### config.mk
export PLATFORM = sky130hd
export DESIGN_NAME = ps2_frame_rx
export DESIGN_NICKNAME = d
export VERILOG_FILES = /design/src/rtl/ps2rx_pkg.sv /design/src/rtl/ps2rx_line_cond.sv /design/src/rtl/ps2rx_framer.sv /design/src/rtl/ps2rx_hold.sv /design/src/rtl/ps2_frame_rx.sv
export SDC_FILE = /design/constraint.sdc
export NUM_CORES = 1
export LEC_CHECK = 0
export ABC_AREA = 1
export CAP_MARGIN = 40
export CORE_MARGIN = 1.5
export CORE_UTILIZATION = 45
export CTS_BUF_LIST = sky130_fd_sc_hd__clkbuf_4
export DETAILED_ROUTE_END_ITERATION = 12
export PLACE_DENSITY_LB_ADDON = 0.3
export SLEW_MARGIN = 30
export SYNTH_ARGS = -nofsm -noshare
export SYNTH_HDL_FRONTEND = slang
export SYNTH_SLANG_ARGS = --single-unit
### constraint.sdc
create_clock -name clk -period 4.9 [get_ports clk]
set_input_delay 1.225 -clock clk [delete_from_list [all_inputs] [get_ports clk]]
set_output_delay 1.225 -clock clk [all_outputs]
set_load 0.05 [all_outputs]
### src/rtl/ps2rx_pkg.sv
package ps2rx_pkg;

  localparam int CODE_W     = 8;
  localparam int FRAME_BITS = 11;

  typedef enum logic [0:0] {
    RX_IDLE = 1'b0,
    RX_BUSY = 1'b1
  } rx_state_e;

  // Shifted in from the top bit, so the first bit received ends at bit 0.
  typedef struct packed {
    logic              stop;
    logic              par;
    logic [CODE_W-1:0] data;
    logic              start;
  } frame_t;

endpackage

### src/rtl/ps2rx_line_cond.sv
module ps2rx_line_cond #(
  parameter int SYNC_STAGES = 2,
  parameter int FILT_CYCLES = 8
) (
  input  logic clk,
  input  logic rst_n,
  input  logic kb_clk,
  input  logic kb_dat,
  output logic fall_stb,
  output logic bit_val
);

  localparam int CW = $clog2(FILT_CYCLES + 1);

  logic [SYNC_STAGES-1:0] clk_sr;
  logic [SYNC_STAGES-1:0] dat_sr;

  // Synchroniser chains, idle value 1.
  for (genvar s = 0; s < SYNC_STAGES; s++) begin : g_sync
    if (s == 0) begin : g_first
      always_ff @(posedge clk or negedge rst_n) begin
        if (!rst_n) begin
          clk_sr[0] <= 1'b1;
          dat_sr[0] <= 1'b1;
        end else begin
          clk_sr[0] <= kb_clk;
          dat_sr[0] <= kb_dat;
        end
      end
    end else begin : g_rest
      always_ff @(posedge clk or negedge rst_n) begin
        if (!rst_n) begin
          clk_sr[s] <= 1'b1;
          dat_sr[s] <= 1'b1;
        end else begin
          clk_sr[s] <= clk_sr[s-1];
          dat_sr[s] <= dat_sr[s-1];
        end
      end
    end
  end

  logic clk_s, dat_s;
  assign clk_s = clk_sr[SYNC_STAGES-1];
  assign dat_s = dat_sr[SYNC_STAGES-1];

  logic [CW-1:0] cnt_q, cnt_d;
  logic          filt_q, filt_d;
  logic          fall_d;
  logic          fall_q, bit_q;

  always_comb begin
    cnt_d  = '0;
    filt_d = filt_q;
    if (clk_s != filt_q) begin
      if (cnt_q == CW'(FILT_CYCLES - 1)) begin
        filt_d = clk_s;
      end else begin
        cnt_d = cnt_q + 1'b1;
      end
    end
    fall_d = filt_q & ~filt_d;
  end

  always_ff @(posedge clk or negedge rst_n) begin
    if (!rst_n) begin
      cnt_q  <= '0;
      filt_q <= 1'b1;
      fall_q <= 1'b0;
      bit_q  <= 1'b1;
    end else begin
      cnt_q  <= cnt_d;
      filt_q <= filt_d;
      fall_q <= fall_d;
      if (fall_d) begin
        bit_q <= dat_s;
      end
    end
  end

  assign fall_stb = fall_q;
  assign bit_val  = bit_q;

endmodule

### src/rtl/ps2rx_framer.sv
module ps2rx_framer
  import ps2rx_pkg::*;
#(
  parameter int TIMEOUT_CYCLES = 5000
) (
  input  logic   clk,
  input  logic   rst_n,
  input  logic   fall_stb,
  input  logic   bit_val,
  output logic   start_stb,
  output logic   done_stb,
  output frame_t frame
);

  localparam int TW = $clog2(TIMEOUT_CYCLES + 1);
  localparam int BW = $clog2(FRAME_BITS + 1);

  rx_state_e             st_q, st_d;
  logic [BW-1:0]         cnt_q, cnt_d;
  logic [TW-1:0]         tmo_q, tmo_d;
  logic [FRAME_BITS-1:0] sh_q, sh_d;
  logic                  start_d, done_d;
  logic                  start_q, done_q;

  always_comb begin
    st_d    = st_q;
    cnt_d   = cnt_q;
    tmo_d   = tmo_q;
    sh_d    = sh_q;
    start_d = 1'b0;
    done_d  = 1'b0;
    unique case (st_q)
      RX_IDLE: begin
        tmo_d = '0;
        if (fall_stb) begin
          sh_d    = {bit_val, sh_q[FRAME_BITS-1:1]};
          cnt_d   = BW'(1);
          st_d    = RX_BUSY;
          start_d = 1'b1;
        end
      end
      RX_BUSY: begin
        if (fall_stb) begin
          sh_d  = {bit_val, sh_q[FRAME_BITS-1:1]};
          tmo_d = '0;
          if (cnt_q == BW'(FRAME_BITS - 1)) begin
            cnt_d  = '0;
            st_d   = RX_IDLE;
            done_d = 1'b1;
          end else begin
            cnt_d = cnt_q + 1'b1;
          end
        end else if (tmo_q == TW'(TIMEOUT_CYCLES - 1)) begin
          cnt_d = '0;
          tmo_d = '0;
          st_d  = RX_IDLE;
        end else begin
          tmo_d = tmo_q + 1'b1;
        end
      end
      default: st_d = RX_IDLE;
    endcase
  end

  always_ff @(posedge clk or negedge rst_n) begin
    if (!rst_n) begin
      st_q    <= RX_IDLE;
      cnt_q   <= '0;
      tmo_q   <= '0;
      sh_q    <= '1;
      start_q <= 1'b0;
      done_q  <= 1'b0;
    end else begin
      st_q    <= st_d;
      cnt_q   <= cnt_d;
      tmo_q   <= tmo_d;
      sh_q    <= sh_d;
      start_q <= start_d;
      done_q  <= done_d;
    end
  end

  assign start_stb = start_q;
  assign done_stb  = done_q;
  assign frame     = frame_t'(sh_q);

endmodule

### src/rtl/ps2rx_hold.sv
module ps2rx_hold
  import ps2rx_pkg::*;
(
  input  logic              clk,
  input  logic              rst_n,
  input  logic              start_stb,
  input  logic              done_stb,
  input  frame_t            frame,
  input  logic              rd_pulse,
  output logic [CODE_W-1:0] code,
  output logic              avail,
  output logic              err
);

  logic [CODE_W-1:0] code_q, code_d;
  logic              avail_q, avail_d;
  logic              err_q, err_d;
  logic              well_formed;

  assign well_formed = ~frame.start & frame.stop & (^{frame.par, frame.data});

  always_comb begin
    code_d  = code_q;
    avail_d = avail_q;
    err_d   = err_q;
    if (rd_pulse) begin
      avail_d = 1'b0;
    end
    if (start_stb) begin
      err_d = 1'b0;
    end
    if (done_stb) begin
      if (!well_formed) begin
        err_d = 1'b1;
      end else if (avail_q && !rd_pulse) begin
        err_d = 1'b1;
      end else begin
        code_d  = frame.data;
        avail_d = 1'b1;
      end
    end
  end

  always_ff @(posedge clk or negedge rst_n) begin
    if (!rst_n) begin
      code_q  <= '0;
      avail_q <= 1'b0;
      err_q   <= 1'b0;
    end else begin
      code_q  <= code_d;
      avail_q <= avail_d;
      err_q   <= err_d;
    end
  end

  assign code  = code_q;
  assign avail = avail_q;
  assign err   = err_q;

endmodule

### src/rtl/ps2_frame_rx.sv
module ps2_frame_rx
  import ps2rx_pkg::*;
#(
  parameter int SYNC_STAGES    = 2,
  parameter int FILT_CYCLES    = 8,
  parameter int TIMEOUT_CYCLES = 5000
) (
  input  logic              clk,
  input  logic              rst_n,
  input  logic              kb_clk,
  input  logic              kb_dat,
  input  logic              rd_pulse,
  output logic [CODE_W-1:0] code_o,
  output logic              avail_o,
  output logic              err_o
);

  // Reset: asserted asynchronously, released on a clock edge.
  logic [1:0] rst_sr;
  logic       rst_n_s;

  always_ff @(posedge clk or negedge rst_n) begin
    if (!rst_n) begin
      rst_sr <= 2'b00;
    end else begin
      rst_sr <= {rst_sr[0], 1'b1};
    end
  end
  assign rst_n_s = rst_sr[1];

  logic   fall_stb, bit_val;
  logic   start_stb, done_stb;
  frame_t frame;

  ps2rx_line_cond #(
    .SYNC_STAGES (SYNC_STAGES),
    .FILT_CYCLES (FILT_CYCLES)
  ) cond_i (
    .clk      (clk),
    .rst_n    (rst_n_s),
    .kb_clk   (kb_clk),
    .kb_dat   (kb_dat),
    .fall_stb (fall_stb),
    .bit_val  (bit_val)
  );

  ps2rx_framer #(
    .TIMEOUT_CYCLES (TIMEOUT_CYCLES)
  ) framer_i (
    .clk       (clk),
    .rst_n     (rst_n_s),
    .fall_stb  (fall_stb),
    .bit_val   (bit_val),
    .start_stb (start_stb),
    .done_stb  (done_stb),
    .frame     (frame)
  );

  ps2rx_hold hold_i (
    .clk       (clk),
    .rst_n     (rst_n_s),
    .start_stb (start_stb),
    .done_stb  (done_stb),
    .frame     (frame),
    .rd_pulse  (rd_pulse),
    .code      (code_o),
    .avail     (avail_o),
    .err       (err_o)
  );

endmodule

# Word level (Yosys, flattened, before mapping)
# Cells that the tools add are included.
# W data, S select, Z words.
[totals]
wordCells = 69
mem_bits_rw = 0
mem_bits_ro = 0
ff_bits = 54
in_bits = 5
n_memories = 0
out_inout_bits = 10
latchBits = 0
[op_classes]
multipliers = 0
shifts = 0
n_eq_ne = 6
n_div = 0
reduce_logical = 5
bitwise_logic = 7
add_sub_neg = 3
mux = 30
magnitude_cmp = 0
[op_table]
columns = ["op", "n"]
rows = [
  ["$mux W13", 2],
  ["$pmux W13 S2", 1],
  ["$mux W4", 6],
  ["$mux W1", 18],
  ["$add A13 B1 Y13 const B", 1],
  ["$eq A13 B13 Y1 const B", 1],
  ["$mux W11", 1],
  ["$reduce_xor A9 Y1", 1],
  ["$add A4 B1 Y4 const B", 2],
  ["$pmux W4 S2", 1],
  ["$eq A4 B3 Y1 const B", 1],
  ["$eq A4 B4 Y1 const B", 1],
  ["$not A1 Y1", 4],
  ["$and A1 B1 Y1", 3],
  ["$ne A3 B3 Y1 const B", 1],
  ["$reduce_and A3 Y1", 1],
  ["$ne A2 B2 Y1 const B", 1],
  ["$pmux W1 S2", 1],
  ["$reduce_and A2 Y1", 1],
  ["$logic_and A1 B1 Y1", 1],
  ["$logic_not A1 Y1", 1],
  ["$ne A1 B1 Y1", 1],
]

# Longest topological paths before layout
# Gate-level depths: netlist (run 1).
[logic_depth]
word_depth = 5
mapped_depth = 13
ltp_nobuf = 12

# Hierarchy
# Synthesis (run 1) repeated with hierarchy kept, for this count alone.
[unflattened]
cells_unflattened = 324
area_unflattened_um2 = 2640.0
[modules_own_cells]
columns = ["mod", "cells_each", "area_each_um2", "seq_area_each_um2", "instances"]
rows = [
  ["ps2rx_framer", 196, 1564.0, 789.5, 1],
  ["ps2rx_hold", 85, 601.8, 250.2, 1],
  ["ps2rx_line_cond", 40, 420.4, 282.8, 1],
  ["ps2_frame_rx", 3, 53.8, 50.0, 1],
]

# Worst setup path after synthesis (run 1)
# Ideal clock, no wire load.
[synth_timing]
kind = "input to register"
start = "in rd_pulse"
end = "reg hold_i.code_q[0], in the netlist hold_i.code[0]"
arrival_time_ns = 1.792
stages = 5
path_slack_ns = 2.989
setup_time_ns = 0.119
path_cell_list = "nor2_1 -> nor2_2 -> nand3_2 -> nand2_1 -> nand2_1"
[synth_via]
elab_chain_len = 4
[synth_rtl]
columns = ["element", "line_no", "source"]
rows = [
  ["start, declared", "ps2_frame_rx.sv:12", "input logic rd_pulse,"],
  ["$logic_not A1 Y1", "ps2rx_hold.sv:35", "end else if (avail_q && !rd_pulse) begin"],
  ["$logic_and A1 B1 Y1", "ps2rx_hold.sv:35", ""],
  ["$not A1 Y1 (no source line)", "--", ""],
  ["$reduce_and A3 Y1 (no source line)", "--", ""],
  ["end signal, assigned", "ps2rx_hold.sv:50", "code_q <= code_d;"],
  ["end, declared", "ps2rx_hold.sv:15", "logic [CODE_W-1:0] code_q, code_d;"],
]
# No other way between the ends.
# A chain may end at the register's enable or synchronous reset.

# Worst setup path in the final report (run 1)
[layout_timing]
start = "reg hold_i.code_q[1], in the netlist hold_i.code[1]"
end = "out code_o[1]"
[layout_lines]
columns = ["element", "line_no", "source"]
rows = [
  ["end, declared", "ps2_frame_rx.sv:13", "output logic [CODE_W-1:0] code_o,"],
]
# No word-level cell between the ends.

==> results_dict.tcl, run 1 <==
set metrics [dict create \
    maxSlewViolCount 0 \
    clockRootBuffer "clkbuf_4" \
    grt-ovfl-total 0 \
    syn_area_per_cell_um2 9.128 \
    ys_top_cells_by_count "nand2_1 (68), dfrtp_1 (37), inv_1 (29)" \
    fmax_ghz 0.3556 \
    ios 15 \
    critPathMaxStageDelay_ps 800 \
    crit_type "reg2out" \
    ant_nets 0 \
    fin_crit_sh 0.5739 \
    via_count 1698 \
    ys.flop_type "dfrtp_1" \
    port_buffers 14 \
    final_cells 352 \
    cts_setup_buffers 0 \
    wl_per_cell_um 10.91 \
    ctsHtreeMaxLevel 2 \
    setup_tns_ps 0 \
    yosysMostFrequentCell "nand2_1" \
    n_antenna_cell 0 \
    synth_seq_cells 54 \
    power.density_mw_per_mm2 428.2 \
    synth_area_leaders "dfrtp_1 (38%), dfstp_2 (19%), nand2_1 (11%), inv_1 (4.5%), nor2_1 (4.0%)" \
    period_needed_ps 2812 \
    coreArea_mm2 0.005140 \
    hold_class "reg2async" \
    worstPathMaxFanout 2 \
    power.leakage_nw 1.237 \
    cts_sinks 54 \
    gr-usage-met1 0.1983 \
    grt_start_max_net_pins 53 \
    ir_drop_mv 0.2332 \
    wirelength_um 3839 \
    fin_skew_ps 20.74 \
    dp_hpwl_um 2715 \
    tightest_slew_ps 689.4 \
    synth_top_area_cell "dfrtp_1" \
    timing.hold.ws_ps 354.1 \
    synth-seq-area-share 0.5696 \
    cap_violations 0 \
    gp_congestion 0.8142 \
    synth_edf_count 0 \
    dpl.cell_count 344 \
    start_util 0.4688 \
    grt_busiest_layer "met2" \
    cp_top_family "buffers and inverters" \
    grt.total_usage 0.1501 \
    crit_slowest_cell "clkdlybuf4s50_1" \
    placed_area_mm2 0.002616 \
    clk-insertion-delay-late_ps 390 \
    final.setup.worst_slack_ps 2088 \
    grt_pass1_vias 1579 \
    cp_num_buf_inv 1 \
    grtUsageMet3 0.03593 \
    end_kind "primary output" \
    crit_required_ps 3670 \
    cts_resized 0 \
    max_slew_margin 0.5387 \
    drt_iter0_drc 110 \
    die-area_mm2 0.005803 \
    synth.net_count 273 \
    nNetsFinal 290 \
    grt_pass1_wl_um 7017 \
    drc 0 \
    layout-drive-gt1-share 0.1418 \
    status "completed" \
    path_cells "clkdlybuf4s50_1" \
    clockBufferDepth 2 \
    path_clk_slew_ps 170 \
    async_flop_share 1.000 \
    setup_violations 0 \
    syn_inst 264 \
    antenna_found_initial 0 \
    syn_area_mm2 0.002410 \
    synth_top_area_frac 0.3842 \
    stdcell_area_mm2 0.002683 \
    start_kind "flip-flop" \
    routed_via_density 4.824 \
    die_x_um 76.18 \
    cts_buffers 5 \
    cts_tree "built" \
    die_h_um 76.18 \
    first_pass_iters 4 \
    yosysWarningCount 0 \
    postCtsHoldBufs 0 \
    critical_path_arrival_ps 1590 \
    place_ws_ps 2376 \
    gr-usage-met2 0.2387 \
    rsz0062_at_grt "false" \
    finalHoldViolCount 0 \
    yosys.cell_types.count 31 \
    syn_to_final_growth_pct 11.32 \
    fp-row-count 26 \
]
[cell type report]
cell class	instances	area, um2
fill	485	2457
sequential	54	1374
multi-input combinational	175	894.6
timing repair buffer	15	147.6
inverter	30	112.6
tap	70	87.58
clock buffer	5	37.54
clock inverter	3	28.78
[kinds of logic (layout without fill, tap and decap cells)]
| logic type | count (synthesis) | count (layout) | share of synthesized area |
|---|---|---|---|
| XOR/XNOR | 10 | 10 | 0.03634 |
| adder cells (fa/ha/maj) | 4 | 4 | 0.02077 |
| multiplexers | 1 | 1 | 0.004673 |
| flip-flops | 54 | 54 | 0.5696 |
| other | 1 | 1 | 0.001556 |
| AO/OA/AOI/OAI | 22 | 22 | 0.05193 |
| buffers and inverters | 35 | 53 | 0.05919 |
| AND/OR/NAND/NOR | 137 | 137 | 0.2560 |
[per-layer routing]
layer	wire, um	vias to the layer above
met5	0	-
met3	115	7
met1	1910	801
met4	74	0
met2	1739	19
li1	-	871
[state kept, by name (all words and copies together) (netlist names)]
signal	cells
framer_i.start_stb	1
hold_i.code	8
rst_sr	2
hold_i.err	1
cond_i.dat_sr	1
cond_i.dat_s	1
cond_i.cnt_q	4
cond_i.clk_sr	1
cond_i.fall_stb	1
framer_i.done_stb	1
hold_i.avail	1
cond_i.clk_s	1
cond_i.filt_q	1
framer_i.tmo_q	13
framer_i.frame	11
framer_i.st_q	1
framer_i.cnt_q	4
cond_i.bit_val	1
[power by group]
| group | leakage (nW) | switching (mW) | internal, mW |
|---|---|---|---|
| Clock | 0.0373 | 0.151 | 0.0617 |
| Sequential | 0.670 | 0.0769 | 0.540 |
| Combinational | 0.530 | 0.206 | 0.113 |
[worst paths after layout]
check / from / endpoint / slack, ps / depth (start not counted)
worst max-delay path: hold_i.code[1] / code_o[1] / 2090 / 1
worst min-delay path: rst_sr[1] / framer_i.done_stb / 350 / 1
worst max register to register: framer_i.frame[5] / hold_i.code[0] / 3170 / 11
worst min register to register: rst_sr[1] / framer_i.done_stb / 350 / 1
max in group asynchronous: rst_n / rst_sr[1] / 3780 / 1
min in group clk: cond_i.dat_sr[0] / cond_i.dat_s / 360 / 0
[cells in the final DEF (no fill, tap or decap)]
cell type,netlist,final
nand3b_1,2,2
nor3_2,1,1
xnor2_1,6,6
clkinv_4,0,2
dfrtp_2,0,1
nand3_2,3,3
dfrtp_1,37,36
inv_2,1,1
nand4_1,10,10
nor3_1,4,4
nor3b_1,1,1
buf_4,0,1
nand2_1,68,68
nand2_2,3,3
nor4_1,1,1
nor2_2,3,3
a21oi_1,4,4
nor2_1,26,26
clkbuf_4,1,5
o31ai_1,2,2
a31o_2,1,1
mux2_2,1,1
ha_1,4,4
a31oi_1,1,1
o21a_1,1,1
conb_1,1,1
dfstp_2,17,17
inv_8,0,1
nand3_1,15,15
a21o_1,1,1
inv_1,29,29
xor2_1,4,4
o21ai_0,12,12
clkdlybuf4s50_1,0,14
[per-stage QoR]
stage / total power, mW / util
after global placement: 0.9348 / 0.5090
after CTS: 1.163 / 0.5219
after detailed placement: 0.9481 / 0.5090
after global routing: 1.242 / 0.5219
after floorplan: 0.9017 / -
final: 1.149 / 0.5219
Power figures use the tool's default switching activity.
==> run 2, diff against run 1 <==
==> constraint.sdc (replaced) <==
create_clock -name clk -period 2.3 [get_ports clk]
set_input_delay 0.575 -clock clk [delete_from_list [all_inputs] [get_ports clk]]
set_output_delay 0.575 -clock clk [all_outputs]
set_load 0.05 [all_outputs]
==> results_dict.tcl, run 2 (synthesis results as in run 1) <==
set metrics [dict create \
    grt_pass1_vias 1703 \
    cp_num_buf_inv 1 \
    ff2ff_setup_slack_ps 630 \
    power.density_mw_per_mm2 929.2 \
    dp_hpwl_um 2799 \
    clk-insertion-delay-late_ps 380 \
    end_kind "primary output" \
    layout_commonest_cell "nand2_1" \
    stdcell_area_mm2 0.002710 \
    ant_nets 0 \
    routed_via_density 4.785 \
    ios 15 \
    path_cells "clkdlybuf4s50_1" \
    status "completed" \
    placed_area_mm2 0.002631 \
    setup_tns_ps 0 \
    drt_iter0_drc 89 \
    cts_buffers 5 \
    fp-row-count 26 \
    coreArea_mm2 0.005140 \
    cap_violations 0 \
    drc 0 \
    grt_pass1_wl_um 7286 \
    path_clk_slew_ps 150 \
    die_x_um 76.18 \
    cp-startpoint "hold_i.code[4]" \
    dpl.cell_count 346 \
    wirelength_um 3975 \
    first_pass_iters 4 \
    syn_to_final_growth_pct 12.46 \
    crit_slowest_cell "clkdlybuf4s50_1" \
    clockRootBuffer "clkbuf_4" \
    wl_per_cell_um 11.23 \
    r2r_start "framer_i.frame[7]" \
    die-area_mm2 0.005803 \
    cts_setup_buffers 0 \
    cts_resized 0 \
    finalHoldViolCount 0 \
    fin_crit_sh 0.9396 \
    layout-drive-gt1-share 0.1444 \
    start_util 0.4688 \
    largest_reg_flops 13 \
    postCtsHoldBufs 0 \
    fmax_ghz 0.4627 \
    nNetsFinal 292 \
    n_antenna_cell 0 \
    grt.total_usage 0.1540 \
    grt_start_max_net_pins 53 \
    power.leakage_nw 1.253 \
    hold_class "in2async" \
    max_slew_margin 0.5766 \
    gp_congestion 0.8113 \
    critical_path_arrival_ps 1590 \
    crit_type "reg2out" \
    worstPathMaxFanout 2 \
    start_kind "flip-flop" \
    period_needed_ps 2161 \
    maxSlewViolCount 0 \
    reg2regPathDepth 11 \
    fin_skew_ps 16.38 \
    grt-ovfl-total 0 \
    cts_sinks 54 \
    ir_drop_mv 0.6680 \
    ctsHtreeMaxLevel 2 \
    setup_violations 0 \
    clockBufferDepth 2 \
    via_count 1694 \
    tightest_slew_ps 635.2 \
    critPathMaxStageDelay_ps 810 \
    antenna_found_initial 0 \
    reg2reg_to "hold_i.code[0]" \
    layout_common_cells "nand2_1 (68), dfrtp_1 (36), inv_1 (29)" \
    timing.hold.ws_ps 347.7 \
    cp_top_family "buffers and inverters" \
    cts_tree "built" \
    regMostFlops "framer_i.tmo_q" \
    final_cells 354 \
    rsz0062_at_grt "false" \
    die_h_um 76.18 \
    crit_required_ps 1730 \
    port_buffers 14 \
]
run 2: metrics by stage:
stage	worst slack, ps	util	total power, mW
after global placement	482.3	0.5119	2.008
after global routing	69.96	0.5273	2.737
after floorplan	715.1	-	1.921
after detailed placement	414.7	0.5119	2.028
after CTS	120.0	0.5273	2.555
final	138.9	0.5273	2.518
run 2: per-layer routing:
layer	track usage	vias to the layer above	routed length, um	share of wire
li1	-	882	-	-
met1	0.1881	782	1922	0.48
met2	0.2649	23	1855	0.47
met3	0.03713	7	132	0.033
met4	0.05741	0	65	0.016
met5	0	-	0	0
run 2: worst max path at each step:
stage | end | depth (start not counted)
after floorplan | cond_i.cnt_q[0] | 0
after global placement | hold_i.code[4] | 6
after detailed placement | hold_i.code[0] | 6
after CTS | code_o[4] | 1
after global routing | code_o[4] | 1
final | code_o[4] | 1
run 2: layout make-up:
| class | instances | area (um2) |
|---|---|---|
| Clock buffer | 6 | 45.04 |
| Timing Repair Buffer | 17 | 162.7 |
| Multi-Input combinational cell | 175 | 894.6 |
| Fill cell | 505 | 2430 |
| Inverter | 30 | 112.6 |
| Tap cell | 70 | 87.58 |
| Clock inverter | 2 | 33.78 |
| Sequential cell | 54 | 1374 |
run 2: power breakdown:
group          switching (mW)  internal, mW
logic                   0.459         0.257
registers               0.136          1.15
clock network           0.278         0.238
total                   0.872          1.65
